`src/rtl/refsw_pkg.sv`:
```
// Package: shared types for the reference clock switch sequencer.
// Assumes: nothing beyond IEEE 1800-2017 enum support.
package refsw_pkg;

    // Sequencer phases, in execution order.
    typedef enum logic [2:0] {
        ST_IDLE,
        ST_ARB,
        ST_RD_LKUP,
        ST_RD_SEL,
        ST_WR_SEL,
        ST_FIN
    } seq_state_e;

    // Command presented to the bus master.
    typedef enum logic [1:0] {
        CMD_NONE,
        CMD_RD,
        CMD_WR
    } bus_cmd_e;

endpackage

```
`src/rtl/refsw_req_check.sv`:
```
// Module: refsw_req_check
// Decides whether a requested logical index is within the configured
// number of reference clocks and forms its lookup register address.
// Assumes: NUM_CLK is between 2 and 2**IDX_W; purely combinational.
module refsw_req_check #(
    parameter int                 NUM_CLK   = 5,
    parameter int                 IDX_W     = 3,
    parameter int                 ADDR_W    = 10,
    parameter logic [ADDR_W-1:0]  LKUP_BASE = 10'h16A
) (
    input  logic [IDX_W-1:0]  idx,
    output logic              idx_ok,
    output logic [ADDR_W-1:0] lkup_addr
);
    localparam int IDX_SPAN = 1 << IDX_W;

    logic [IDX_SPAN-1:0] ok_vec;

    // One validity bit per encodable index, fixed by NUM_CLK.
    for (genvar gi = 0; gi < IDX_SPAN; gi++) begin : g_ok
        assign ok_vec[gi] = (gi < NUM_CLK);
    end

    // Select the validity bit for the requested index.
    always_comb idx_ok = ok_vec[idx];

    // Lookup registers sit at consecutive addresses from the base.
    always_comb lkup_addr = LKUP_BASE + ADDR_W'(idx);

endmodule

```
`src/rtl/refsw_fsm.sv`:
```
// Module: refsw_fsm
// Control sequencer: accepts or refuses a request, waits for the bus
// grant, steps through lookup read, select read and select write, then
// emits the done pulse. Holds the sticky error flag.
// Assumes: xfer_ack is high only while a command is presented.
module refsw_fsm
    import refsw_pkg::*;
(
    input  logic       clk,
    input  logic       rst_n,
    input  logic       req,
    input  logic       idx_ok,
    input  logic       arb_gnt,
    input  logic       xfer_ack,
    output logic       accept,
    output bus_cmd_e   cmd,
    output logic       use_sel_addr,
    output logic       cap_lkup,
    output logic       cap_sel,
    output logic       arb_req,
    output logic       busy,
    output logic       done,
    output logic       err
);
    seq_state_e state_q;

    // Acceptance only from idle with an in-range index.
    always_comb accept = (state_q == ST_IDLE) && req && idx_ok;

    // State and error flag registers.
    always_ff @(posedge clk) begin
        if (!rst_n) begin
            state_q <= ST_IDLE;
            err     <= 1'b0;
        end else begin
            unique case (state_q)
                ST_IDLE: begin
                    if (req && idx_ok) begin
                        state_q <= ST_ARB;
                        err     <= 1'b0;
                    end else if (req) begin
                        err     <= 1'b1;
                    end
                end
                ST_ARB:     if (arb_gnt)  state_q <= ST_RD_LKUP;
                ST_RD_LKUP: if (xfer_ack) state_q <= ST_RD_SEL;
                ST_RD_SEL:  if (xfer_ack) state_q <= ST_WR_SEL;
                ST_WR_SEL:  if (xfer_ack) state_q <= ST_FIN;
                ST_FIN:                   state_q <= ST_IDLE;
                default:                  state_q <= ST_IDLE;
            endcase
        end
    end

    // Bus command and address choice per phase.
    always_comb begin
        unique case (state_q)
            ST_RD_LKUP, ST_RD_SEL: cmd = CMD_RD;
            ST_WR_SEL:             cmd = CMD_WR;
            default:               cmd = CMD_NONE;
        endcase
        use_sel_addr = (state_q != ST_RD_LKUP);
    end

    // Capture strobes for the datapath.
    always_comb begin
        cap_lkup = (state_q == ST_RD_LKUP) && xfer_ack;
        cap_sel  = (state_q == ST_RD_SEL)  && xfer_ack;
    end

    // Handshake and status outputs.
    always_comb begin
        arb_req = (state_q == ST_ARB)     || (state_q == ST_RD_LKUP) ||
                  (state_q == ST_RD_SEL)  || (state_q == ST_WR_SEL);
        busy    = (state_q != ST_IDLE);
        done    = (state_q == ST_FIN);
    end

endmodule

```
`src/rtl/refsw_datapath.sv`:
```
// Module: refsw_datapath
// Holds the latched lookup address, the saved mapping byte and the
// select register word, and forms the merged write value.
// Assumes: SEL_W < DATA_W; strobes are single-cycle.
module refsw_datapath #(
    parameter int ADDR_W = 10,
    parameter int DATA_W = 32,
    parameter int SEL_W  = 8
) (
    input  logic              clk,
    input  logic              rst_n,
    input  logic              accept,
    input  logic [ADDR_W-1:0] lkup_addr_in,
    input  logic              cap_lkup,
    input  logic              cap_sel,
    input  logic [DATA_W-1:0] rdata,
    output logic [ADDR_W-1:0] lkup_addr_q,
    output logic [DATA_W-1:0] merge_data
);
    logic [SEL_W-1:0]  map_byte_q;
    logic [DATA_W-1:0] sel_word_q;

    // Latch the lookup address of the accepted request.
    always_ff @(posedge clk) begin
        if (!rst_n)      lkup_addr_q <= '0;
        else if (accept) lkup_addr_q <= lkup_addr_in;
    end

    // Save the mapping byte and the select register word as they return.
    always_ff @(posedge clk) begin
        if (!rst_n) begin
            map_byte_q <= '0;
            sel_word_q <= '0;
        end else begin
            if (cap_lkup) map_byte_q <= rdata[SEL_W-1:0];
            if (cap_sel)  sel_word_q <= rdata;
        end
    end

    // Replace only the select field, keep the rest of the word.
    always_comb merge_data = {sel_word_q[DATA_W-1:SEL_W], map_byte_q};

endmodule

```
`src/rtl/refsw_bus_master.sv`:
```
// Module: refsw_bus_master
// Drives the register port from the sequencer command and reports when
// the current access completes (wait-request low).
// Assumes: command and sources are held by the caller until ack.
module refsw_bus_master
    import refsw_pkg::*;
#(
    parameter int                ADDR_W   = 10,
    parameter int                DATA_W   = 32,
    parameter logic [ADDR_W-1:0] SEL_ADDR = 10'h141
) (
    input  bus_cmd_e          cmd,
    input  logic              use_sel_addr,
    input  logic [ADDR_W-1:0] lkup_addr,
    input  logic [DATA_W-1:0] wr_data,
    input  logic              bus_wait,
    output logic [ADDR_W-1:0] bus_addr,
    output logic              bus_rd,
    output logic              bus_wr,
    output logic [DATA_W-1:0] bus_wdata,
    output logic              ack
);
    // Command decode onto the strobes.
    always_comb begin
        bus_rd = (cmd == CMD_RD);
        bus_wr = (cmd == CMD_WR);
    end

    // Address and write data, zero while idle.
    always_comb begin
        if (cmd == CMD_NONE)   bus_addr = '0;
        else if (use_sel_addr) bus_addr = SEL_ADDR;
        else                   bus_addr = lkup_addr;
        bus_wdata = (cmd == CMD_WR) ? wr_data : '0;
    end

    // Access completes on any cycle the target is not stalling.
    always_comb ack = (cmd != CMD_NONE) && !bus_wait;

endmodule

```
`src/rtl/refsw_sequencer.sv`:
```
// Module: refsw_sequencer (top)
// Switches the clock-recovery reference clock to a logical source by
// fetching its mapping byte and merging it into the select register.
// Assumes: the arbiter holds grant while request stays high.
module refsw_sequencer
    import refsw_pkg::*;
#(
    parameter int                NUM_CLK   = 5,
    parameter int                IDX_W     = 3,
    parameter int                ADDR_W    = 10,
    parameter int                DATA_W    = 32,
    parameter int                SEL_W     = 8,
    parameter logic [ADDR_W-1:0] LKUP_BASE = 10'h16A,
    parameter logic [ADDR_W-1:0] SEL_ADDR  = 10'h141
) (
    input  logic              clk,
    input  logic              rst_n,
    input  logic              sw_req,
    input  logic [IDX_W-1:0]  sw_idx,
    output logic              sw_busy,
    output logic              sw_done,
    output logic              sw_err,
    output logic              arb_req,
    input  logic              arb_gnt,
    output logic [ADDR_W-1:0] bus_addr,
    output logic              bus_rd,
    output logic              bus_wr,
    output logic [DATA_W-1:0] bus_wdata,
    input  logic [DATA_W-1:0] bus_rdata,
    input  logic              bus_wait
);
    logic              idx_ok;
    logic [ADDR_W-1:0] lkup_addr_c;
    logic [ADDR_W-1:0] lkup_addr_q;
    logic [DATA_W-1:0] merge_data;
    logic              accept;
    bus_cmd_e          cmd;
    logic              use_sel_addr;
    logic              cap_lkup;
    logic              cap_sel;
    logic              xfer_ack;

    refsw_req_check #(
        .NUM_CLK  (NUM_CLK),
        .IDX_W    (IDX_W),
        .ADDR_W   (ADDR_W),
        .LKUP_BASE(LKUP_BASE)
    ) u_check (
        .idx      (sw_idx),
        .idx_ok   (idx_ok),
        .lkup_addr(lkup_addr_c)
    );

    refsw_fsm u_fsm (
        .clk         (clk),
        .rst_n       (rst_n),
        .req         (sw_req),
        .idx_ok      (idx_ok),
        .arb_gnt     (arb_gnt),
        .xfer_ack    (xfer_ack),
        .accept      (accept),
        .cmd         (cmd),
        .use_sel_addr(use_sel_addr),
        .cap_lkup    (cap_lkup),
        .cap_sel     (cap_sel),
        .arb_req     (arb_req),
        .busy        (sw_busy),
        .done        (sw_done),
        .err         (sw_err)
    );

    refsw_datapath #(
        .ADDR_W(ADDR_W),
        .DATA_W(DATA_W),
        .SEL_W (SEL_W)
    ) u_dp (
        .clk         (clk),
        .rst_n       (rst_n),
        .accept      (accept),
        .lkup_addr_in(lkup_addr_c),
        .cap_lkup    (cap_lkup),
        .cap_sel     (cap_sel),
        .rdata       (bus_rdata),
        .lkup_addr_q (lkup_addr_q),
        .merge_data  (merge_data)
    );

    refsw_bus_master #(
        .ADDR_W  (ADDR_W),
        .DATA_W  (DATA_W),
        .SEL_ADDR(SEL_ADDR)
    ) u_bus (
        .cmd         (cmd),
        .use_sel_addr(use_sel_addr),
        .lkup_addr   (lkup_addr_q),
        .wr_data     (merge_data),
        .bus_wait    (bus_wait),
        .bus_addr    (bus_addr),
        .bus_rd      (bus_rd),
        .bus_wr      (bus_wr),
        .bus_wdata   (bus_wdata),
        .ack         (xfer_ack)
    );

endmodule

```
`config.mk`:
```
export PLATFORM = sky130hd
export DESIGN_NAME = refsw_sequencer
export DESIGN_NICKNAME = d
export VERILOG_FILES = /design/src/rtl/refsw_pkg.sv /design/src/rtl/refsw_req_check.sv /design/src/rtl/refsw_fsm.sv /design/src/rtl/refsw_datapath.sv /design/src/rtl/refsw_bus_master.sv /design/src/rtl/refsw_sequencer.sv
export SDC_FILE = /design/constraint.sdc
export NUM_CORES = 1
export LEC_CHECK = 0
export BUFFER_PORTS_ARGS = -buffer_cell sky130_fd_sc_hd__buf_2
export CORE_MARGIN = 4
export CORE_UTILIZATION = 40
export DETAILED_ROUTE_END_ITERATION = 6
export GPL_ROUTABILITY_DRIVEN = 0
export MAX_ROUTING_LAYER = met4
export PLACE_DENSITY = 0.78
export REMOVE_ABC_BUFFERS = 1
export SYNTH_ARGS = -nofsm -noshare
export SYNTH_HDL_FRONTEND = slang
export SYNTH_SLANG_ARGS = --single-unit
```
`constraint.sdc`:
```
create_clock -name clk -period 2.4 [get_ports clk]
set_input_delay 0.48 -clock clk [delete_from_list [all_inputs] [get_ports clk]]
set_output_delay 0.48 -clock clk [all_outputs]
set_load 0.01 [all_outputs]
```
Word-level counts from Yosys, hierarchy flattened
Memory sizes are Yosys's and may differ from the RTL's. Cells that the tools add are included.

Add/sub/neg operators: 1. Magnitude comparators: 1. Equality and inequality tests: 13. Multiplexer cells: 13. Reduce and logical (&&, ||, !) cells: 18.

Operators by type and width (count): $mux W32 (1); $mux W10 (2); $mux W3 (5); $pmux W3 S5 (1); $add A9 B3 Y10 const A (1); $eq A3 B2 Y1 const B (2); $eq A3 B3 Y1 const B (2); $logic_and A1 B1 Y1 (6); $ne A2 B1 Y1 const B (3); $reduce_and A5 Y1 (1); $lt A3 B4 Y1 const B (1); $ne A2 B2 Y1 const B (2); $pmux W2 S2 (1); $reduce_bool A2 Y1 (2); $eq A3 B1 Y1 const B (1); $logic_not A3 Y1 (1); $logic_or A1 B1 Y1 (3); $mux W1 (3); $ne A3 B2 Y1 const B (1); $reduce_bool A3 Y1 (1); $eq A2 B1 Y1 const B (1); $eq A2 B2 Y1 const B (1); $logic_not A2 Y1 (1); $reduce_and A2 Y1 (1); 2 further kinds (2).

Register bits after elaboration: 54. ROM bits: 8. Bits of input ports: 40. Word-level logic and storage cells: 52. Memories kept: 1.

Memory list: (name not given) (words 8, width 1, rd ports 1, clocked after Yosys merged registers in 0, write ports 0, line refsw_req_check.sv:25) `always_comb idx_ok = ok_vec[idx];`.

Longest topological paths before layout
Gate-level depths: netlist of run 1.

Depth in word-level cells: 7. Mapped depth: 6. Mapped depth without buffers: 3.

By module
From an unflattened synthesis of run 1, not the netlist that was laid out.

Cell total of the unflattened synthesis: 234. Area total of the unflattened synthesis: 2318.5 um^2.

Modules (own cells, without submodules): refsw_datapath (instances 1, cells each 135, area an instance 1605.3 um^2, sequential area each 840.8 um^2); refsw_bus_master (instances 1, cells each 53, area an instance 355.3 um^2, sequential area each 0.0 um^2); refsw_fsm (instances 1, cells each 33, area an instance 267.8 um^2, sequential area each 80.1 um^2); refsw_req_check (instances 1, cells each 13, area an instance 90.1 um^2, sequential area each 0.0 um^2).

Least setup slack after synthesis of run 1
OpenSTA, ideal clock, no wires.

Path kind: register -> output. From: reg u_fsm.state_q[1]. To: out bus_addr[8]. Arrival time: 1.353 ns. Required time: 1.920 ns. Slack: 0.567 ns. Cell stages (with the launch flop): 6. Path through: dfxtp_1 -> buf_4 -> nor3b_2 -> buf_2 -> o21bai_1 -> buf_4.

Cells in the longest elaborated chain, start to end: 5.

Ends and longest elaborated chain: from (decl) (line refsw_fsm.sv:25) `seq_state_e state_q;`; from (signal assigned) (line refsw_fsm.sv:33) `state_q <= ST_IDLE;`; from (signal assigned) (line refsw_fsm.sv:39) `state_q <= ST_ARB;`; from (signal assigned) (line refsw_fsm.sv:45) `ST_ARB: if (arb_gnt) state_q <= ST_RD_LKUP;`; $eq A3 B2 Y1 (line refsw_fsm.sv:57) `unique case (state_q)`; $reduce_or A2 Y1 (line refsw_fsm.sv:57); $pmux W2 S2 (line refsw_fsm.sv:57); $logic_not A2 Y1 (line refsw_bus_master.sv:31) `if (cmd == CMD_NONE) bus_addr = '0;`; $mux W10 * (line refsw_bus_master.sv:31); to (decl) (line refsw_sequencer.sv:25) `output logic [ADDR_W-1:0] bus_addr,`.

Mark *: on every way between the ends. The rest lies on a longest branch, timed or not.

Worst setup path after layout of run 1
From: reg u_fsm.state_q[1]. To: out bus_addr[6].

The elaborated chain is that of the path after synthesis.

==> impl_metrics.json, run 1 <==
{
  "outcome": "completed",
  "hold_path_end": "u_dp.sel_word_q[25]$_SDFFE_PN0P_",
  "final.period_utilization": 0.890,
  "syn2layout_area_growth_pct": 27.9,
  "period_needed_ns": 2.14,
  "critical-path-max-stage-delay_ns": 0.76,
  "yosys-top-cells-area": "dfxtp_1 43%, nand2_1 13%, and2_1 11%",
  "min_path_cells": 3,
  "rr_worst_depth": 3,
  "min-delay-start": "bus_rdata[25]",
  "r2r_slack_ns": 0.62,
  "tightest_slew_ns": 0.676,
  "cts_tree": "yes",
  "cp_max_fo": 21,
  "track_usage": 0.153,
  "crit_required_ns": 1.92,
  "io_buffers": 85,
  "setup_ws_ns": 0.263,
  "drive_above_1_share": 0.323,
  "tns_ns": 0,
  "clock-skew-final_ns": 0.00564,
  "cts_root_buf": "clkbuf_8",
  "finalHoldViolCount": 0,
  "h-tree-depth": 2,
  "yosys.cell_types.count": 34,
  "crit_family": "flip-flops",
  "die-area_um2": 6090,
  "hp-class": "in2reg",
  "syn_inst": 249,
  "clk_path_buf_depth": 2,
  "diodes": 0,
  "ys_seq_elements": 42,
  "vias_per_cell": 4.67,
  "io_pins": 88,
  "critical_path_class": "reg2out",
  "clock.fmax_ghz": 0.468,
  "power.leakage_uw": 0.00115,
  "routed-via-count": 1846,
  "yosys-top-cells-count": "68 x nand2_1, 42 x dfxtp_1, 37 x a21oi_1, 33 x and2_1, 8 x clkbuf_1",
  "overflow": 0,
  "drc": 0,
  "synth_top_flop_cell": "dfxtp_1",
  "synth_top_area_frac": 0.428,
  "cts.sink_count": 42,
  "grt_first_pass_wirelength_um": 7530,
  "first_pass_iters": 4,
  "cts_resized": 0,
  "antenna_found_initial": 0,
  "peakVddDrop_uv": 251,
  "path_depth": 4,
  "rows": 25,
  "critical_path.startpoint": "u_fsm.state_q[1]$_SDFFE_PN0P_",
  "yosysMostFrequentCell": "nand2_1",
  "post-route-cell-area_um2": 2510,
  "timing.rr.end": "u_dp.sel_word_q[9]$_SDFFE_PN0P_",
  "pre_cts_ws_ns": 0.575,
  "cp-start-kind": "flip-flop",
  "syn_area_um2": 1960,
  "wl_per_cell_um": 11.6,
  "rr_startpoint": "u_fsm.state_q[1]$_SDFFE_PN0P_",
  "grt_max_degree": 26,
  "cts_made_buffers": 5,
  "cp_slowest_cell": "dfxtp_1",
  "post_cts_buffers": 0,
  "yosysSeqAreaShare": 0.428,
  "cp_cell_sequence": "nor3b_4 -> buf_4 -> o21bai_1 -> buf_2",
  "fp.coreArea_um2": 4720,
  "synth-edff-count": 0,
  "crit_path_end_kind": "output pin",
  "initial_core_util": 0.416,
  "cap_violations": 0,
  "maxSlewViolCount": 0,
  "dpl.hpwl_um": 3370,
  "ys.warnings.count": 0,
  "grt_pass1_vias": 1778,
  "async_reset_ff_frac": 0,
  "cts_hold_buf": 0,
  "rsz0062_at_grt": "false",
  "path_buf_inv": 2,
  "finalSetupViolations": 0,
  "slew_headroom": 0.549,
  "nFillCells": 491,
  "drt_iter0_markers": 69,
  "clk_latency_ns": 0.29,
  "nNetsFinal": 368,
  "synth_largest_area_cell": "dfxtp_1",
  "avgSynthCellArea_um2": 7.88,
  "wirelength_um": 4580,
  "die_w_um": 78.1,
  "powerDensity_nw_per_um2": 542,
  "place_area_um2": 2410,
  "path_clk_slew_ns": 0.08,
  "die_h_um": 78.1,
  "drtAntennaViolNets": 0,
  "cp.arrival_ns": 1.66,
  "power.total_uw": 1360
}
## registers in the layout (all words and copies together) (netlist names)
signal / flops
u_dp.map_byte_q: 8
u_fsm.err: 1
u_fsm.state_q: 3
u_dp.sel_word_q: 24
u_dp.lkup_addr_q: 6
## metrics by stage
stage | utilization | hold WS [ns] | instances
after floorplan | - | 0.432 | 229
after CTS | 0.531 | 0.403 | 395
final | 0.531 | 0.414 | 395
after global placement | 0.511 | 0.437 | 387
after detailed placement | 0.511 | 0.443 | 387
after global routing | 0.531 | 0.413 | 395
## placed cells by master, fill, tap and decap left out
cell type and count:
maj3_1 1, o21ai_0 6, nor2b_1 2, o21bai_1 2, conb_1 2, inv_2 1, or4_1 1, buf_4 6
nand3_1 2, clkinv_2 1, nand4_1 1, and2_1 33, buf_2 85, o41ai_1 1, a21oi_1 37, and3_1 5
nor2_1 5, o21a_1 2, clkbuf_8 6, or3_1 1, nor3b_4 1, o211a_1 1, nand4bb_1 1, or4b_1 1
nor4b_4 2, clkinvlp_4 1, nand2_1 68, ha_1 1, and4bb_2 1, or4b_4 1, nor3b_1 1, a211oi_1 2
nor2_4 1, inv_1 2, dfxtp_1 42, nand2b_1 2
## cell type report
type                            count  area [µm²]  area share
Multi-Input combinational cell    184        1010       0.402
Inverter                            3        11.3     0.00449
Sequential cell                    42         841       0.335
Clock buffer                        6        82.6      0.0329
Clock inverter                      2        12.5     0.00499
Timing Repair Buffer               91         470       0.187
Tap cell                           67        83.8      0.0334
## worst max-delay path by stage
stage	end	slack [ns]
finish	bus_addr[6]	0.26
global route	bus_addr[8]	0.14
CTS	bus_addr[6]	0.25
detailed placement	bus_addr[6]	0.58
global placement	bus_addr[6]	0.60
floorplan	bus_addr[6]	0.11
## cells by family after synthesis
family	Yosys count	share of synthesized area
DFF	42	0.428
other	1	0.00191
adders and majority gates	2	0.0115
and+or+nand+nor	129	0.353
buffers and inverters	24	0.0631
AOI/OAI and AO/OA	51	0.142
## report_power, final
group	total, µW	leakage [µW]	switching, µW	internal (µW)
Clock	471	0.0000472	240	231
Sequential	741	0.000340	25.7	715
Combinational	148	0.000759	78.7	69.4
## per-layer routing
| metal | vias up | GRT usage | part of all wire |
|---|---|---|---|
| li1 | 964 | - | - |
| met1 | 813 | 0.181 | 0.43 |
| met2 | 62 | 0.260 | 0.48 |
| met3 | 7 | 0.0344 | 0.079 |
| met4 | 0 | 0.0507 | 0.012 |
| met5 | - | - | 0 |
## worst min-delay path: stages
cell	delay, ns
buf_2	0.09
nand2_1	0.04
a21oi_1	0.05
(Power assumes the default switching activity.)
==> run 2, diff against run 1 <==
Settings changed: MAX_ROUTING_LAYER met4 to unset.
==> run 2 against run 1 <==
Die area is the same. First-iteration DRC count down 5.8%. Clock skew about the same. Highest routed layer unchanged. Register-to-register slack improved by 0.02 ns. Non-clock buffer count unchanged.
==> impl_metrics.json, run 2 (synthesis results as in run 1) <==
{
  "outcome": "completed",
  "cts_made_buffers": 5,
  "min_path_cells": 3,
  "drive_above_1_share": 0.323,
  "rsz0062_at_grt": "false",
  "rr_startpoint": "u_fsm.state_q[1]$_SDFFE_PN0P_",
  "drt_iter0_markers": 65,
  "crit_path_end_kind": "output pin",
  "whs_ns": 0.413,
  "grt_util_met3": 0.0447,
  "fin_cells": 395,
  "cts_resized": 0,
  "cp.arrival_ns": 1.66,
  "place_area_um2": 2410,
  "cts_tree": "yes",
  "post-route-cell-area_um2": 2510,
  "initial_core_util": 0.416,
  "p_clk_frac": 0.347,
  "cp_max_fo": 18,
  "hold_path_end": "u_dp.sel_word_q[25]$_SDFFE_PN0P_",
  "antenna_found_initial": 0,
  "busiest_layer": "met2",
  "r2r_slack_ns": 0.64,
  "grt_first_pass_wirelength_um": 7530,
  "power.total_uw": 1360,
  "grt_pass1_vias": 1779,
  "wl_per_cell_um": 11.6,
  "clk_path_buf_depth": 2,
  "p_int_uw": 1020,
  "drc": 0,
  "cts.sink_count": 42,
  "overflow": 0,
  "finalHoldViolCount": 0,
  "power.leakage_uw": 0.00115,
  "critical_path_class": "reg2out",
  "nFillCells": 491,
  "powerDensity_nw_per_um2": 542,
  "layout_commonest_cell": "buf_2",
  "nNetsFinal": 368,
  "min-delay-start": "bus_rdata[25]",
  "peakVddDrop_uv": 252,
  "die-area_um2": 6090,
  "track_usage": 0.150,
  "reg_top3": "u_dp.sel_word_q x24, u_dp.map_byte_q x8, u_dp.lkup_addr_q x6",
  "vias_per_cell": 4.68,
  "clock.fmax_ghz": 0.467,
  "regMostFlops": "u_dp.sel_word_q",
  "tns_ns": 0,
  "first_pass_iters": 4,
  "maxSlewViolCount": 0,
  "timing.rr.end": "u_dp.sel_word_q[9]$_SDFFE_PN0P_",
  "placed_cells": 387,
  "die_h_um": 78.1,
  "h-tree-depth": 2,
  "cts_root_buf": "clkbuf_8",
  "io_buffers": 85,
  "fp.coreArea_um2": 4720,
  "path_clk_slew_ns": 0.08,
  "slew_headroom": 0.561,
  "post_cts_buffers": 0,
  "io_pins": 88,
  "clk_latency_ns": 0.29,
  "crit_required_ns": 1.92,
  "final_cell_mix": "85 x buf_2, 68 x nand2_1, 42 x dfxtp_1",
  "grt_max_degree": 26,
  "cp-start-kind": "flip-flop",
  "wirelength_um": 4570,
  "rr_worst_depth": 3,
  "cap_violations": 0,
  "diodes": 0,
  "die_w_um": 78.1,
  "grt_use_met1": 0.180,
  "seq_power_share": 0.544,
  "dpl.hpwl_um": 3370,
  "syn2layout_area_growth_pct": 27.9,
  "p_sw_uw": 345,
  "finalSetupViolations": 0,
  "final.period_utilization": 0.892,
  "grtUsageMet2": 0.261,
  "p_sw_frac": 0.253,
  "cts_hold_buf": 0,
  "tightest_slew_ns": 0.657,
  "clock-skew-final_ns": 0.00603,
  "rows": 25,
  "hp-class": "in2reg",
  "period_needed_ns": 2.14,
  "pwr-share-comb": 0.109,
  "largest_reg_flops": 24,
  "drtAntennaViolNets": 0,
  "routed-via-count": 1849
}
run 2: power by group through the flow:
| stage | sequential [µW] | clock [µW] | combinational [µW] |
|---|---|---|---|
| floorplan | 752 | 0 | 78.8 |
| global placement | 756 | 0 | 146 |
| detailed placement | 758 | 0 | 148 |
| CTS | 741 | 493 | 149 |
| global route | 746 | 512 | 166 |
| finish | 741 | 472 | 148 |
run 2: how the worst max path moves through the flow:
| stage | end | from | slack, ns |
|---|---|---|---|
| CTS | bus_addr[6] | u_fsm.state_q[1]$_SDFFE_PN0P_ | 0.25 |
| floorplan | bus_addr[6] | u_fsm.state_q[2]$_SDFFE_PN0P_ | 0.11 |
| global route | bus_addr[8] | u_fsm.state_q[1]$_SDFFE_PN0P_ | 0.14 |
| finish | bus_addr[6] | u_fsm.state_q[0]$_SDFFE_PN0P_ | 0.26 |
| global placement | bus_addr[6] | u_fsm.state_q[0]$_SDFFE_PN0P_ | 0.60 |
| detailed placement | bus_addr[6] | u_fsm.state_q[0]$_SDFFE_PN0P_ | 0.58 |
run 2: layout make-up:
type | instances | area (µm²) | share of cell area
tap | 67 | 83.8 | 0.0334
multi-input combinational | 184 | 1010 | 0.402
clock buffer | 6 | 82.6 | 0.0329
timing repair buffer | 91 | 470 | 0.187
inverter | 3 | 11.3 | 0.00449
sequential | 42 | 841 | 0.335
clock inverter | 2 | 12.5 | 0.00499
run 2: metal layers:
metal  vias to the layer above  share of wire
met5                         -              0
met3                         5          0.080
li1                        965              -
met4                         0         0.0087
met1                       818           0.43
met2                        61           0.48
run 2: through the flow:
stage / setup slack, ns / util
finish: 0.259 / 0.531
global placement: 0.596 / 0.511
global route: 0.135 / 0.531
floorplan: 0.109 / -
CTS: 0.247 / 0.531
detailed placement: 0.575 / 0.511
run 2: worst max-delay path, cell delays in order, from the launching register on:
cell and delay (ns):
dfxtp_1 0.75, nor3b_4 0.10, buf_4 0.21, o21bai_1 0.17
buf_2 0.14
==> run 3, diff against run 2 <==
==> constraint.sdc (replaced) <==
create_clock -name clk -period 2.4 [get_ports clk]
set_input_delay 0.12 -clock clk [delete_from_list [all_inputs] [get_ports clk]]
set_output_delay 0.12 -clock clk [all_outputs]
set_load 0.01 [all_outputs]
==> run 3 against run 2 <==
Hold slack lost 0.35 ns. Non-clock buffer count shrank 2. Sequential power is essentially flat. Via count shrank 0.27%. Combinational power is essentially flat. Critical path type unchanged. Largest cell class unchanged. Clock skew shrank 0.0040 ns. Cell count shrank 0.76%. Clock-buffer cell count is the same.
==> impl_metrics.json, run 3 (synthesis results as in run 1) <==
{
  "outcome": "completed",
  "clock.fmax_ghz": 0.522,
  "drtAntennaViolNets": 0,
  "setup_ws_ns": 0.485,
  "clock-skew-final_ns": 0.00199,
  "antenna_found_initial": 0,
  "cts_root_buf": "clkbuf_8",
  "final.period_utilization": 0.798,
  "die-area_um2": 6090,
  "pre_cts_ws_ns": 0.609,
  "track_usage": 0.153,
  "io_pins": 88,
  "power.leakage_uw": 0.00115,
  "layout_commonest_cell": "buf_2",
  "finalHoldViolCount": 0,
  "clk_path_buf_depth": 2,
  "placed_cells": 385,
  "grt_first_pass_wirelength_um": 7590,
  "finalSetupViolations": 0,
  "cp-start-kind": "flip-flop",
  "drive_above_1_share": 0.317,
  "fp.coreArea_um2": 4720,
  "rr_worst_depth": 3,
  "wl_per_cell_um": 11.7,
  "post-route-cell-area_um2": 2510,
  "cts_hold_buf": 0,
  "rsz0062_at_grt": "false",
  "min_path_cells": 3,
  "syn2layout_area_growth_pct": 28.0,
  "dpl.hpwl_um": 3340,
  "cap_violations": 0,
  "tns_ns": 0,
  "tightest_slew_ns": 0.697,
  "drt_iter0_markers": 51,
  "h-tree-depth": 2,
  "final_cell_mix": "85 x buf_2, 68 x nand2_1, 42 x dfxtp_1",
  "crit_path_end_kind": "output pin",
  "cts_made_buffers": 5,
  "maxSlewViolCount": 0,
  "fin_cells": 392,
  "path_clk_slew_ns": 0.07,
  "hp-class": "in2reg",
  "powerDensity_nw_per_um2": 575,
  "grt_util_met3": 0.0516,
  "place_area_um2": 2400,
  "regMostFlops": "u_dp.sel_word_q",
  "clk_latency_ns": 0.28,
  "diodes": 0,
  "io_buffers": 85,
  "peakVddDrop_uv": 221,
  "grt_max_degree": 26,
  "drc": 0,
  "post_cts_buffers": 0,
  "nNetsFinal": 366,
  "crit_required_ns": 2.28,
  "rows": 25,
  "initial_core_util": 0.416,
  "routed-via-count": 1844,
  "busiest_layer": "met2",
  "period_needed_ns": 1.91,
  "grtUsageMet2": 0.259,
  "critical_path_class": "reg2out",
  "reg_top3": "u_dp.sel_word_q x24, u_dp.map_byte_q x8, u_dp.lkup_addr_q x6",
  "vias_per_cell": 4.70,
  "grt_pass1_vias": 1715,
  "first_pass_iters": 4,
  "slew_headroom": 0.535,
  "cts.sink_count": 42,
  "grt_use_met1": 0.187,
  "cp.arrival_ns": 1.79,
  "die_h_um": 78.1,
  "die_w_um": 78.1,
  "cts_tree": "yes",
  "whs_ns": 0.0645,
  "wirelength_um": 4580,
  "cp_max_fo": 18,
  "cts_resized": 0,
  "overflow": 0,
  "largest_reg_flops": 24
}
-- run 3: cell count changes in the layout (fill, tap and decap cells not counted), sizes merged --
cell      change
bufinv        +1
buf           -2
clkinv        -1
clkinvlp      -1
-- run 3: cell type report --
class | count | area, µm²
flip-flops and latches | 42 | 841
multi-input cells | 184 | 1010
clock inverters | 1 | 30.0
clock buffers | 6 | 82.6
fillers | 487 | 2210
repair buffers | 89 | 455
inverters | 3 | 11.3
well taps | 67 | 83.8
-- run 3: power by group --
group	switching (µW)	total, µW	internal, µW
Sequential	26.2	742	715
Combinational	77.1	145	68.0
Clock	226	558	333
Total	329	1450	1120
-- run 3: through the flow --
step / util / total power [µW]
floorplan: - / 830
global placement: 0.508 / 901
detailed placement: 0.508 / 904
CTS: 0.532 / 1470
global route: 0.532 / 1510
finish: 0.532 / 1450
-- run 3: worst paths after layout --
check / from / endpoint / slack, ns
max: u_fsm.state_q[2]$_SDFFE_PN0P_ / bus_addr[8] / 0.49
min: bus_rdata[25] / u_dp.sel_word_q[25]$_SDFFE_PN0P_ / 0.06
min reg2reg: u_dp.map_byte_q[1]$_SDFFE_PN0P_ / u_dp.map_byte_q[1]$_SDFFE_PN0P_ / 0.45
max reg2reg: u_fsm.state_q[1]$_SDFFE_PN0P_ / u_dp.sel_word_q[29]$_SDFFE_PN0P_ / 0.59
-- run 3: per-layer routing --
layer / share of wire / wire length [µm]
met3: 0.064 / 294
met2: 0.46 / 2130
met4: 0.010 / 47
met5: 0 / 0
met1: 0.46 / 2120
-- run 3: critical path, stage by stage, from the launching register on --
cell and delay (ns):
dfxtp_1 0.66, nor3b_4 0.28, buf_4 0.23, o21bai_1 0.16, buf_2 0.17
